===== config.mk =====
export PLATFORM = sky130hd
export DESIGN_NAME = next_pc_unit
export DESIGN_NICKNAME = d
export VERILOG_FILES = /design/src/rtl/npc_pkg.sv /design/src/rtl/npc_cmp.sv /design/src/rtl/npc_decode.sv /design/src/rtl/npc_target.sv /design/src/rtl/next_pc_unit.sv
export SDC_FILE = /design/constraint.sdc
export NUM_CORES = 1
export LEC_CHECK = 0
export BUFFER_PORTS_ARGS = -buffer_cell sky130_fd_sc_hd__buf_2
export CORE_MARGIN = 10
export CORE_UTILIZATION = 39
export CTS_CLUSTER_DIAMETER = 150
export CTS_CLUSTER_SIZE = 16
export DETAILED_ROUTE_END_ITERATION = 12
export GPL_TIMING_DRIVEN = 0
export PLACE_DENSITY = 0.7
export SKIP_LAST_GASP = 1
export SLEW_MARGIN = 20
export SYNTH_ARGS = -nofsm -noshare
export SYNTH_HDL_FRONTEND = slang
export SYNTH_SLANG_ARGS = --single-unit

===== constraint.sdc =====
create_clock -name clk -period 3.85 [get_ports clk]
set_input_delay 0.77 -clock clk [delete_from_list [all_inputs] [get_ports clk]]
set_output_delay 0.77 -clock clk [all_outputs]
set_load 0.03 [all_outputs]

===== src/rtl/npc_pkg.sv =====
package npc_pkg;

  localparam int ILEN  = 32;
  localparam int OPC_W = 6;
  localparam int FN_W  = 6;

  localparam logic [OPC_W-1:0] OPC_SPECIAL = 6'd0;
  localparam logic [OPC_W-1:0] OPC_JMP     = 6'd2;
  localparam logic [OPC_W-1:0] OPC_JAL     = 6'd3;
  localparam logic [OPC_W-1:0] OPC_BEQ     = 6'd4;
  localparam logic [OPC_W-1:0] OPC_BNE     = 6'd5;
  localparam logic [FN_W-1:0]  FN_JREG     = 6'd8;

  typedef enum logic [1:0] {
    NXT_SEQ = 2'd0,
    NXT_REL = 2'd1,
    NXT_ABS = 2'd2,
    NXT_REG = 2'd3
  } nxt_src_e;

endpackage


===== src/rtl/npc_cmp.sv =====
module npc_cmp #(
  parameter int XLEN = 32
) (
  input  logic [XLEN-1:0] lhs,
  input  logic [XLEN-1:0] rhs,
  output logic            same
);
  logic [XLEN-1:0] bit_diff;

  for (genvar i = 0; i < XLEN; i++) begin : g_bit
    assign bit_diff[i] = lhs[i] ^ rhs[i];
  end

  assign same = ~|bit_diff;
endmodule


===== src/rtl/npc_decode.sv =====
module npc_decode
  import npc_pkg::*;
(
  input  logic [OPC_W-1:0] opcode,
  input  logic [FN_W-1:0]  funct,
  input  logic             ops_same,
  output nxt_src_e         src,
  output logic             is_link
);
  always_comb begin
    src     = NXT_SEQ;
    is_link = 1'b0;
    unique case (opcode)
      OPC_SPECIAL: if (funct == FN_JREG) src = NXT_REG;
      OPC_JMP:     src = NXT_ABS;
      OPC_JAL: begin
        src     = NXT_ABS;
        is_link = 1'b1;
      end
      OPC_BEQ:     if (ops_same)  src = NXT_REL;
      OPC_BNE:     if (!ops_same) src = NXT_REL;
      default:     src = NXT_SEQ;
    endcase
  end

  always_comb begin
    if (is_link) AST_LINK_IS_ABS: assert (src == NXT_ABS);
  end
endmodule


===== src/rtl/npc_target.sv =====
module npc_target
  import npc_pkg::*;
#(
  parameter int XLEN  = 32,
  parameter int OFF_W = 16,
  parameter int TGT_W = 26
) (
  input  logic [XLEN-1:0]  pc,
  input  logic [OFF_W-1:0] offset,
  input  logic [TGT_W-1:0] jfield,
  input  logic [XLEN-1:0]  reg_tgt,
  input  nxt_src_e         src,
  output logic [XLEN-1:0]  seq_addr,
  output logic [XLEN-1:0]  nxt_addr
);
  localparam int          EXT_W = XLEN - OFF_W - 2;
  localparam int          KEEP_W = XLEN - TGT_W - 2;
  localparam logic [XLEN-1:0] STEP = XLEN'(4);

  logic [XLEN-1:0] byte_off;
  logic [XLEN-1:0] rel_addr;
  logic [XLEN-1:0] abs_addr;

  assign seq_addr = pc + STEP;
  assign byte_off = {{EXT_W{offset[OFF_W-1]}}, offset, 2'b00};
  assign rel_addr = seq_addr + byte_off;

  if (KEEP_W > 0) begin : g_keep_upper
    assign abs_addr = {pc[XLEN-1 -: KEEP_W], jfield, 2'b00};
  end else begin : g_full_field
    assign abs_addr = {jfield[XLEN-3:0], 2'b00};
  end

  always_comb begin
    unique case (src)
      NXT_SEQ: nxt_addr = seq_addr;
      NXT_REL: nxt_addr = rel_addr;
      NXT_ABS: nxt_addr = abs_addr;
      NXT_REG: nxt_addr = reg_tgt;
      default: nxt_addr = seq_addr;
    endcase
  end
endmodule


===== src/rtl/next_pc_unit.sv =====
module next_pc_unit
  import npc_pkg::*;
#(
  parameter int              XLEN       = 32,
  parameter int              OFF_W      = 16,
  parameter int              TGT_W      = 26,
  parameter logic [XLEN-1:0] RESET_ADDR = 32'h0040_0000
) (
  input  logic            clk,
  input  logic            rst,
  input  logic            adv_en,
  input  logic [31:0]     instr,
  input  logic [XLEN-1:0] opnd_a,
  input  logic [XLEN-1:0] opnd_b,
  input  logic [XLEN-1:0] reg_tgt,
  output logic [XLEN-1:0] pc_q,
  output logic [XLEN-1:0] link_addr
);
  localparam logic [XLEN-1:0] STEP = XLEN'(4);

  logic [OPC_W-1:0] opcode;
  logic [FN_W-1:0]  funct;
  logic             ops_same;
  logic             is_link;
  nxt_src_e         src;
  logic [XLEN-1:0]  seq_addr;
  logic [XLEN-1:0]  nxt_addr;

  assign opcode = instr[ILEN-1 -: OPC_W];
  assign funct  = instr[FN_W-1:0];

  npc_cmp #(.XLEN(XLEN)) u_cmp (
    .lhs  (opnd_a),
    .rhs  (opnd_b),
    .same (ops_same)
  );

  npc_decode u_dec (
    .opcode   (opcode),
    .funct    (funct),
    .ops_same (ops_same),
    .src      (src),
    .is_link  (is_link)
  );

  npc_target #(.XLEN(XLEN), .OFF_W(OFF_W), .TGT_W(TGT_W)) u_tgt (
    .pc       (pc_q),
    .offset   (instr[OFF_W-1:0]),
    .jfield   (instr[TGT_W-1:0]),
    .reg_tgt  (reg_tgt),
    .src      (src),
    .seq_addr (seq_addr),
    .nxt_addr (nxt_addr)
  );

  always_ff @(posedge clk) begin
    if (rst)         pc_q <= RESET_ADDR;
    else if (adv_en) pc_q <= nxt_addr;
  end

  assign link_addr = is_link ? seq_addr : '0;

  AST_RESET_LOAD: assert property (@(posedge clk)
    rst |=> pc_q == RESET_ADDR);
  AST_HOLD_WHEN_IDLE: assert property (@(posedge clk) disable iff (rst)
    !adv_en |=> $stable(pc_q));
  AST_SEQ_STEP: assert property (@(posedge clk) disable iff (rst)
    adv_en && src == NXT_SEQ |=> pc_q == $past(pc_q) + STEP);
  AST_BEQ_FALLTHRU: assert property (@(posedge clk) disable iff (rst)
    adv_en && opcode == OPC_BEQ && opnd_a != opnd_b |=> pc_q == $past(pc_q) + STEP);
  AST_BNE_FALLTHRU: assert property (@(posedge clk) disable iff (rst)
    adv_en && opcode == OPC_BNE && opnd_a == opnd_b |=> pc_q == $past(pc_q) + STEP);
  AST_ABS_KEEPS_TOP: assert property (@(posedge clk) disable iff (rst)
    adv_en && (opcode == OPC_JMP || opcode == OPC_JAL) |=>
      pc_q[XLEN-1 -: 4] == $past(pc_q[XLEN-1 -: 4]) && pc_q[1:0] == 2'b00);
  AST_LINK_ONLY_JAL: assert property (@(posedge clk) disable iff (rst)
    opcode != OPC_JAL |-> link_addr == '0);
  AST_REG_LOAD: assert property (@(posedge clk) disable iff (rst)
    adv_en && opcode == OPC_SPECIAL && funct == FN_JREG |=> pc_q == $past(reg_tgt));
endmodule


==> flow_summary.ini <==
[yosys]
synth.top_cell.area_share_pct = 13.7
synth.avg_cell_area_um2 = 7.21
ys_seq_area_share_pct = 13.7
ys_warn_count = 0
yosys-top-cells-area = dfxtp_1 (14%), xnor2_1 (11%), ha_1 (9.1%)
synthArstFlopShare_pct = 0
ys_ff_latch = 32
ys_types = 78
yosys_most_used_dff = dfxtp_1
synth_fp_nets = 812
yosysTopAreaCell = dfxtp_1
syn-instance-count = 646
synth_edf_count = 0
synth_area_um2 = 4660

[timing]
tns_ns = -0.0502
rsz0062_at_grt = true
period_share_pct = 101
fin_crit_ns = 3.88
hold_slack_ns = 0.497
tightest_slew_ns = 1.02
slew_viol_final = 0
clock.fmax_ghz = 0.258
clock_skew_ns = 0.00550
setup_viol = 2
timing.final.ws_setup_ns = -0.0317
max-slew-margin-rel_pct = 31.4
final_hold_viol_count = 0

[global_route]
grtUsageTotal_pct = 24.2
grt_pass1_wl_mm = 31.9
antenna_found_initial = 1
grt_max_degree = 21
grt_pass1_vias = 6043
grt_overflow_total = 0

[detailed_routing]
drtIter0Drc = 783
routed_wl_mm = 21.8
vias = 6184
avgViaCountPerCell = 6.01
drc = 0
wire_per_inst_um = 21.2
ant_nets = 0
firstDrtPassIters = 5

[cts]
h-tree-depth = 2
cts_made_buffers = 5
numClockSinks = 32
cts_tree = yes
clock_latency_ns = 0.29
hold_buffers = 0
ctsRootBufferMaster = clkbuf_16
clk_pin_slew_ns = 0.06
cts_buffer_depth = 2

[die]
row_count = 39
core_area_um2 = 11600
initial_core_util_pct = 40.3
die_area_um2 = 16700
ios = 195
die_height_um = 129
die_x_um = 129

[worst_setup_path]
end_kind = flip-flop
crit_type = reg -> reg
crit_arrival_ns = 4.11
critical_path.max_fanout = 5
cp.required_ns = 4.08
cp-start-kind = flip-flop

[cells_and_area]
final_common_cell = buf_2
instances_no_fill = 1029
final_cell_mix = buf_2 (195), nor2_1 (66), nand2_1 (54), xnor2_1 (51), buf_4 (40)
fillers = 1098
top_regs = pc_q (32)
nets = 1051
largest_reg_flops = 32
regMostFlops = pc_q
syn2layout_area_growth_pct = 43.3
diodes = 0
postLayoutCellArea_um2 = 6680
drive_above_1_share_pct = 38.0

[power]
power_density_nw_per_um2 = 198
vdd_ir_drop_max_mv = 0.141
leakage_uw = 0.00312

[job]
maxCapViolations = 0

[placement]
post-place-cells = 982
dpl-instance-area_um2 = 5880
port_buffers = 193
finalWeightedCongestion = 0.952
hpwl_mm = 16.4

[outcome]
outcome = finished with violations
violations = negative setup slack

[worst_hold_path]
hold_class = reg -> reg
cells by family after synthesis:
family / count (synthesis) / share of synthesized area [%]
AOI/OAI and AO/OA: 188 / 27.5
muxes: 8 / 1.75
xor gates and xnor gates: 80 / 15.2
adders and majority gates: 35 / 9.56
DFF: 32 / 13.7
buffers and inverters: 60 / 5.34
and+or+nand+nor: 243 / 26.9
worst max-delay path, cell delays in order (launching register included):
cell and delay (ns):
dfxtp_4 0.36, ha_4 0.13, and4_4 0.23, and4_4 0.24, buf_4 0.14, and2_1 0.17, nand2_1 0.10, xor2_2 0.22
inv_2 0.08, ha_4 0.30, and2_4 0.18, and3_1 0.17, nand3b_1 0.12, a31o_4 0.26, a211oi_4 0.33, o41ai_4 0.14
nor4b_4 0.15, a311o_2 0.39, o21ai_2 0.10
worst paths after layout:
kind | startpoint | to | slack, ns | cells after the start
worst max-delay path | pc_q[3] | pc_q[31] | -0.03 | 18
worst min register to register | pc_q[13] | pc_q[13] | 0.50 | 2
worst max register to register | pc_q[3] | pc_q[31] | -0.03 | 18
worst min-delay path | pc_q[13] | pc_q[13] | 0.50 | 2
what timing repair did:
item                                    in CTS  in global routing
pin swaps                                   13                 31
endpoints found under the setup margin      10                 13
resized for setup                           27                 45
endpoints found under the hold margin        0                  0
buffers inserted                            19                 21
cells in the mapped netlist (all sizes together) (9+ instances only):
cell type	count
o22ai	16
nand4	17
o21ai	40
nor2	68
nand3	23
a21oi	42
a31oi	9
a211oi	10
xor2	24
ha	34
clkbuf	20
xnor2	56
nor2b	20
inv	32
nor3	12
nand2	56
dfxtp	32
power breakdown:
| part | internal [µW] | switching, µW |
|---|---|---|
| clock network | 276 | 173 |
| logic | 233 | 280 |
| registers | 342 | 20.3 |
area by class of cell:
class | count | area, µm² | area share (%)
buffer | 27 | 124 | 1.86
clock buffer | 8 | 156 | 2.34
inverter | 32 | 123 | 1.84
multi-input combinational | 554 | 4150 | 62.1
sequential | 32 | 676 | 10.1
tap | 143 | 179 | 2.68
timing repair buffer | 233 | 1270 | 19.0
metal layers:
metal  global-route usage (%)  vias up  share of wire (%)
li1                         -     2845                  -
met1                     27.9     2821                 38
met2                     39.1      451                 45
met3                     9.54       65                 14
met4                     10.8        2                3.7
met5                        0        -              0.060
stage by stage:
step                      power [µW]  setup WS (ns)  util (%)
after floorplan                  653        -0.0354         -
after global placement           817         -0.568      50.9
after detailed placement         821         -0.532      50.9
after CTS                       1280        -0.0360      54.7
after global routing            1380         -0.133      57.7
final                           1320        -0.0317      57.7
Note: power is estimated with default switching activity, not from simulation.
